`src/rtl/iqc_pkg.sv`:
```
package iqc_pkg;

    localparam int QW        = 2;
    localparam int PCP_BITS  = 3;
    localparam int DSCP_BITS = 6;

    typedef logic [QW-1:0] queue_t;

    typedef enum logic {
        TBL_PCP  = 1'b0,
        TBL_DSCP = 1'b1
    } tbl_sel_e;

    typedef struct packed {
        logic   hit_tag;
        logic   hit_ds;
        queue_t q_tag;
        queue_t q_ds;
        queue_t q_dflt;
    } cls_in_t;

    // Merge the two method results; default survives only when both miss.
    function automatic queue_t iqc_merge(input cls_in_t c);
        queue_t r;
        unique case ({c.hit_tag, c.hit_ds})
            2'b11:   r = c.q_tag | c.q_ds;
            2'b10:   r = c.q_tag;
            2'b01:   r = c.q_ds;
            default: r = c.q_dflt;
        endcase
        return r;
    endfunction

endpackage

```
`src/rtl/iqc_map_table.sv`:
```
module iqc_map_table
    import iqc_pkg::*;
#(
    parameter int IDX_W = 3
) (
    input  logic             clk,
    input  logic             rst,
    input  logic             we,
    input  logic [IDX_W-1:0] waddr,
    input  queue_t           wdata,
    input  logic [IDX_W-1:0] raddr,
    output queue_t           rdata
);
    localparam int DEPTH = 1 << IDX_W;

    queue_t entry_q [DEPTH];

    for (genvar i = 0; i < DEPTH; i++) begin : g_entry
        always_ff @(posedge clk) begin
            if (rst) begin
                entry_q[i] <= '0;
            end else if (we && (waddr == IDX_W'(i))) begin
                entry_q[i] <= wdata;
            end
        end
    end

    assign rdata = entry_q[raddr];

endmodule

```
`src/rtl/iqc_resolve.sv`:
```
module iqc_resolve
    import iqc_pkg::*;
(
    input  logic   en_tag,
    input  logic   en_ds,
    input  logic   is_tagged,
    input  logic   is_ip,
    input  queue_t q_tag,
    input  queue_t q_ds,
    input  queue_t q_dflt,
    output queue_t q_sel
);
    cls_in_t c;

    always_comb begin
        c.hit_tag = en_tag && is_tagged;
        c.hit_ds  = en_ds && is_ip;
        c.q_tag   = q_tag;
        c.q_ds    = q_ds;
        c.q_dflt  = q_dflt;
        q_sel     = iqc_merge(c);
    end

endmodule

```
`src/rtl/iqc_out_stage.sv`:
```
module iqc_out_stage
    import iqc_pkg::*;
(
    input  logic   clk,
    input  logic   rst,
    input  logic   req,
    input  queue_t q_in,
    output logic   vld_o,
    output queue_t q_o
);
    always_ff @(posedge clk) begin
        if (rst) begin
            vld_o <= 1'b0;
            q_o   <= '0;
        end else begin
            vld_o <= req;
            if (req) begin
                q_o <= q_in;
            end
        end
    end

endmodule

```
`src/rtl/ingress_qclass.sv`:
```
module ingress_qclass
    import iqc_pkg::*;
#(
    parameter  int PCP_W  = PCP_BITS,
    parameter  int DSCP_W = DSCP_BITS,
    localparam int AW     = (PCP_W > DSCP_W) ? PCP_W : DSCP_W
) (
    input  logic              clk,
    input  logic              rst,
    input  logic              cfg_we,
    input  logic              cfg_sel,
    input  logic [AW-1:0]     cfg_addr,
    input  logic [QW-1:0]     cfg_data,
    input  logic              en_dot1p,
    input  logic              en_dscp,
    input  logic [QW-1:0]     port_dflt,
    input  logic              in_vld,
    input  logic              in_tagged,
    input  logic [PCP_W-1:0]  in_pcp,
    input  logic              in_ip,
    input  logic [DSCP_W-1:0] in_dscp,
    output logic              out_vld,
    output logic [QW-1:0]     out_queue
);
    tbl_sel_e sel;
    logic     we_pcp;
    logic     we_dscp;
    queue_t   q_pcp;
    queue_t   q_dscp;
    queue_t   q_next;

    assign sel     = tbl_sel_e'(cfg_sel);
    assign we_pcp  = cfg_we && (sel == TBL_PCP);
    assign we_dscp = cfg_we && (sel == TBL_DSCP);

    iqc_map_table #(.IDX_W(PCP_W)) u_pcp_tbl (
        .clk   (clk),
        .rst   (rst),
        .we    (we_pcp),
        .waddr (cfg_addr[PCP_W-1:0]),
        .wdata (cfg_data),
        .raddr (in_pcp),
        .rdata (q_pcp)
    );

    iqc_map_table #(.IDX_W(DSCP_W)) u_dscp_tbl (
        .clk   (clk),
        .rst   (rst),
        .we    (we_dscp),
        .waddr (cfg_addr[DSCP_W-1:0]),
        .wdata (cfg_data),
        .raddr (in_dscp),
        .rdata (q_dscp)
    );

    iqc_resolve u_resolve (
        .en_tag    (en_dot1p),
        .en_ds     (en_dscp),
        .is_tagged (in_tagged),
        .is_ip     (in_ip),
        .q_tag     (q_pcp),
        .q_ds      (q_dscp),
        .q_dflt    (port_dflt),
        .q_sel     (q_next)
    );

    iqc_out_stage u_out (
        .clk   (clk),
        .rst   (rst),
        .req   (in_vld),
        .q_in  (q_next),
        .vld_o (out_vld),
        .q_o   (out_queue)
    );

endmodule

```
`config.mk`:
```
export PLATFORM = sky130hd
export DESIGN_NAME = ingress_qclass
export DESIGN_NICKNAME = d
export VERILOG_FILES = /design/src/rtl/iqc_pkg.sv /design/src/rtl/iqc_map_table.sv /design/src/rtl/iqc_resolve.sv /design/src/rtl/iqc_out_stage.sv /design/src/rtl/ingress_qclass.sv
export SDC_FILE = /design/constraint.sdc
export NUM_CORES = 1
export LEC_CHECK = 0
export ABC_CLOCK_PERIOD_IN_PS = 6800
export BUFFER_PORTS_ARGS = -buffer_cell sky130_fd_sc_hd__buf_2
export CORE_UTILIZATION = 31
export CTS_CLUSTER_SIZE = 24
export DETAILED_ROUTE_END_ITERATION = 10
export MAX_ROUTING_LAYER = met4
export PLACE_DENSITY = 0.5
export SLEW_MARGIN = 20
export SYNTH_ARGS = -nofsm -noshare
export SYNTH_HDL_FRONTEND = slang
export SYNTH_HIERARCHICAL = 1
export SYNTH_SLANG_ARGS = --single-unit
```
`constraint.sdc`:
```
create_clock -name clk -period 6.8 [get_ports clk]
set_input_delay 2.04 -clock clk [delete_from_list [all_inputs] [get_ports clk]]
set_output_delay 2.04 -clock clk [all_outputs]
set_load 0.02 [all_outputs]
```
==> results.json <==
{
  "status": "completed",
  "start_kind": "primary input",
  "drv_slew": 0,
  "final_nets": 595,
  "wirelength_mm": 17.3,
  "cp.required_ns": 7.07,
  "die_width_um": 155,
  "syn_area_per_cell_sq_um": 12.7,
  "yosys_warnings": 6,
  "tightest_slew_ns": 0.954,
  "synthCells": 572,
  "portBuffers": 30,
  "ant_nets": 0,
  "hold_path.class": "register to register",
  "cp_max_fo": 35,
  "clock_latency_ns": 0.42,
  "ir_drop_uv": 144,
  "layout-drive-gt1-share_pct": 15.9,
  "num_io_pins": 31,
  "critPathSlowestCell": "buf_2",
  "antenna_found_initial": 0,
  "rows": 55,
  "setup_viol": 0,
  "drt-wirelength-per-cell_um": 19.4,
  "grt-ovfl-total": 0,
  "clock_sinks": 147,
  "p_per_area_nw_per_um2": 277,
  "criticalPathCategory": "primary input to register",
  "area_growth_pct": 13.3,
  "cpMostUsedCell": "o22ai_1",
  "cts_buffers": 17,
  "initialDrtViolationCount": 367,
  "firstDrtPassIters": 4,
  "synth_flop_cell": "edfxtp_1",
  "die_h_um": 155,
  "drcViolationCount": 0,
  "max_freq_mhz": 220,
  "synth_edf_count": 144,
  "async_flop_share_pct": 0,
  "first_global_vias": 4709,
  "totalNegativeSetupSlack_ns": 0,
  "period_needed_ns": 4.55,
  "syn_nets": 600,
  "hold_buffers": 0,
  "finalCritPeriodShare_pct": 66.9,
  "slew_headroom_pct": 36.4,
  "clk_pin_slew_ns": 0.06,
  "cts_setup_buffers": 0,
  "die-area_sq_um": 24000,
  "finish.instance_area_sq_um": 8220,
  "start_util_pct": 31.8,
  "drv_cap": 0,
  "gp_congestion": 0.762,
  "ff2ff_path_depth": 8,
  "synth_area_sq_um": 7250,
  "ys_seq_area_share_pct": 60.5,
  "routed_via_density": 5.12,
  "synth_cell_type_count": 41,
  "hold_path_depth": 2,
  "vias": 4572,
  "p_leak_nw": 2.57,
  "htreeDepth": 4,
  "rsz0062_at_grt": "no",
  "crit_path_end_kind": "register",
  "clock_skew_ns": 0.00579,
  "finalHoldViolCount": 0,
  "crit_arrival_ns": 4.82,
  "gr-usage-all-layers_pct": 15.8,
  "slowest_delay_ns": 0.71,
  "cts_tree": "built",
  "cts_resized": 0,
  "cts_root_buffer": "clkbuf_16",
  "placed_area_sq_um": 7550,
  "antenna_cells": 0,
  "place_hpwl_mm": 11.7,
  "core_sq_um": 22800,
  "ys_ff_latch": 147,
  "cts_buffer_depth": 2,
  "grt_pass1_wl_mm": 27.3,
  "critical_path.cell_chain": "buf_2 -> mux4_2 -> o22ai_1 -> o22ai_1 -> o31ai_1 -> o41ai_1 -> a221o_1 -> mux2i_1 -> nor2_1",
  "grt_max_degree": 82
}
==> registers in the layout, indices dropped and copies added (netlist names) <==
| register | cells |
|---|---|
| u_dscp_tbl/entry_q | 128 |
| u_pcp_tbl/entry_q | 16 |
| u_out/q_o | 2 |
| u_out/vld_o | 1 |
==> logic make-up after synthesis <==
family	synth area share, %
flip-flops	60.5
multiplexers	12.6
buffers and inverters	3.55
AO/OA/AOI/OAI	10.0
AND/OR/NAND/NOR	13.4
==> power by group <==
part | total [mW] | internal (mW) | switching (mW)
logic | 0.166 | 0.0701 | 0.0962
clock network | 1.05 | 0.689 | 0.363
registers | 1.06 | 1.04 | 0.0159
==> layer usage <==
layer	up-vias	GRT usage (%)	wire length (um)
li1	2100	-	-
met1	2343	19.5	7610
met2	105	26.0	8670
met3	24	3.54	693
met4	0	4.90	342
met5	-	-	0
==> cell usage after synthesis, types with 3 or more instances <==
cell | number | share of area (%)
nand3b_1 | 5 | 0.52
nor2_1 | 152 | 7.9
nand3_1 | 11 | 0.76
or3b_2 | 4 | 0.48
mux4_2 | 18 | 5.6
and3_1 | 3 | 0.26
edfxtp_1 | 144 | 60
mux4_1 | 14 | 5.1
nand2b_1 | 7 | 0.60
nand2_1 | 26 | 1.3
mux2i_1 | 7 | 0.97
o21bai_1 | 73 | 7.6
inv_1 | 3 | 0.16
clkbuf_1 | 44 | 2.3
mux2_2 | 6 | 0.93
o22ai_1 | 7 | 0.60
nor2b_1 | 9 | 0.78
buf_2 | 7 | 0.48
dfxtp_1 | 3 | 0.83
==> worst max-delay path, delay by kind of cell <==
family	cells	cell delay, ns
buffers and inverters	1	0.71
AOI/OAI and AO/OA	5	1.23
and+or+nand+nor	1	0.06
muxes	2	0.77
==> metrics by stage <==
step | std cells | total power, mW | util, % | setup WS, ns | hold slack, ns
floorplan | 572 | 1.19 | - | 2.88 | 0.579
finish | 893 | 2.27 | 36.1 | 2.25 | 0.497
global route | 893 | 2.34 | 36.1 | 2.12 | 0.526
global placement | 861 | 1.24 | 33.2 | 1.81 | 0.473
detailed placement | 861 | 1.24 | 33.2 | 1.80 | 0.493
CTS | 893 | 2.29 | 36.1 | 2.24 | 0.508
==> layout by cell type, fill, tap and decap left out, types with 5 or more instances in the layout <==
cell / n
o22ai_1: 7
nand3_1: 11
mux2i_1: 7
nor2b_1: 9
mux2_2: 6
o21bai_1: 73
bufinv_16: 6
mux4_1: 14
buf_2: 30
nor2_1: 152
nand2b_1: 7
clkbuf_16: 17
mux4_2: 18
nand3b_1: 5
nand2_1: 26
edfxtp_1: 144
==> cell type report <==
type,instances,area (sq um)
inverter,3,11.3
tap,313,392
fill,2179,14600
multi-input combinational,367,2610
clock buffer,19,433
timing repair buffer,31,158
clock inverter,13,231
sequential,147,4380
==> worst paths after layout <==
path                  endpoint                      start  slack, ns
hold / removal    u_out/q_o[1]               u_out/q_o[1]       0.50
hold reg to reg   u_out/q_o[1]               u_out/q_o[1]       0.50
setup / recovery  u_out/q_o[0]                 in_dscp[1]       2.25
setup reg to reg  u_out/q_o[0]  u_dscp_tbl/entry_q[43][0]       4.33
Power figures use the tool's default switching activity.
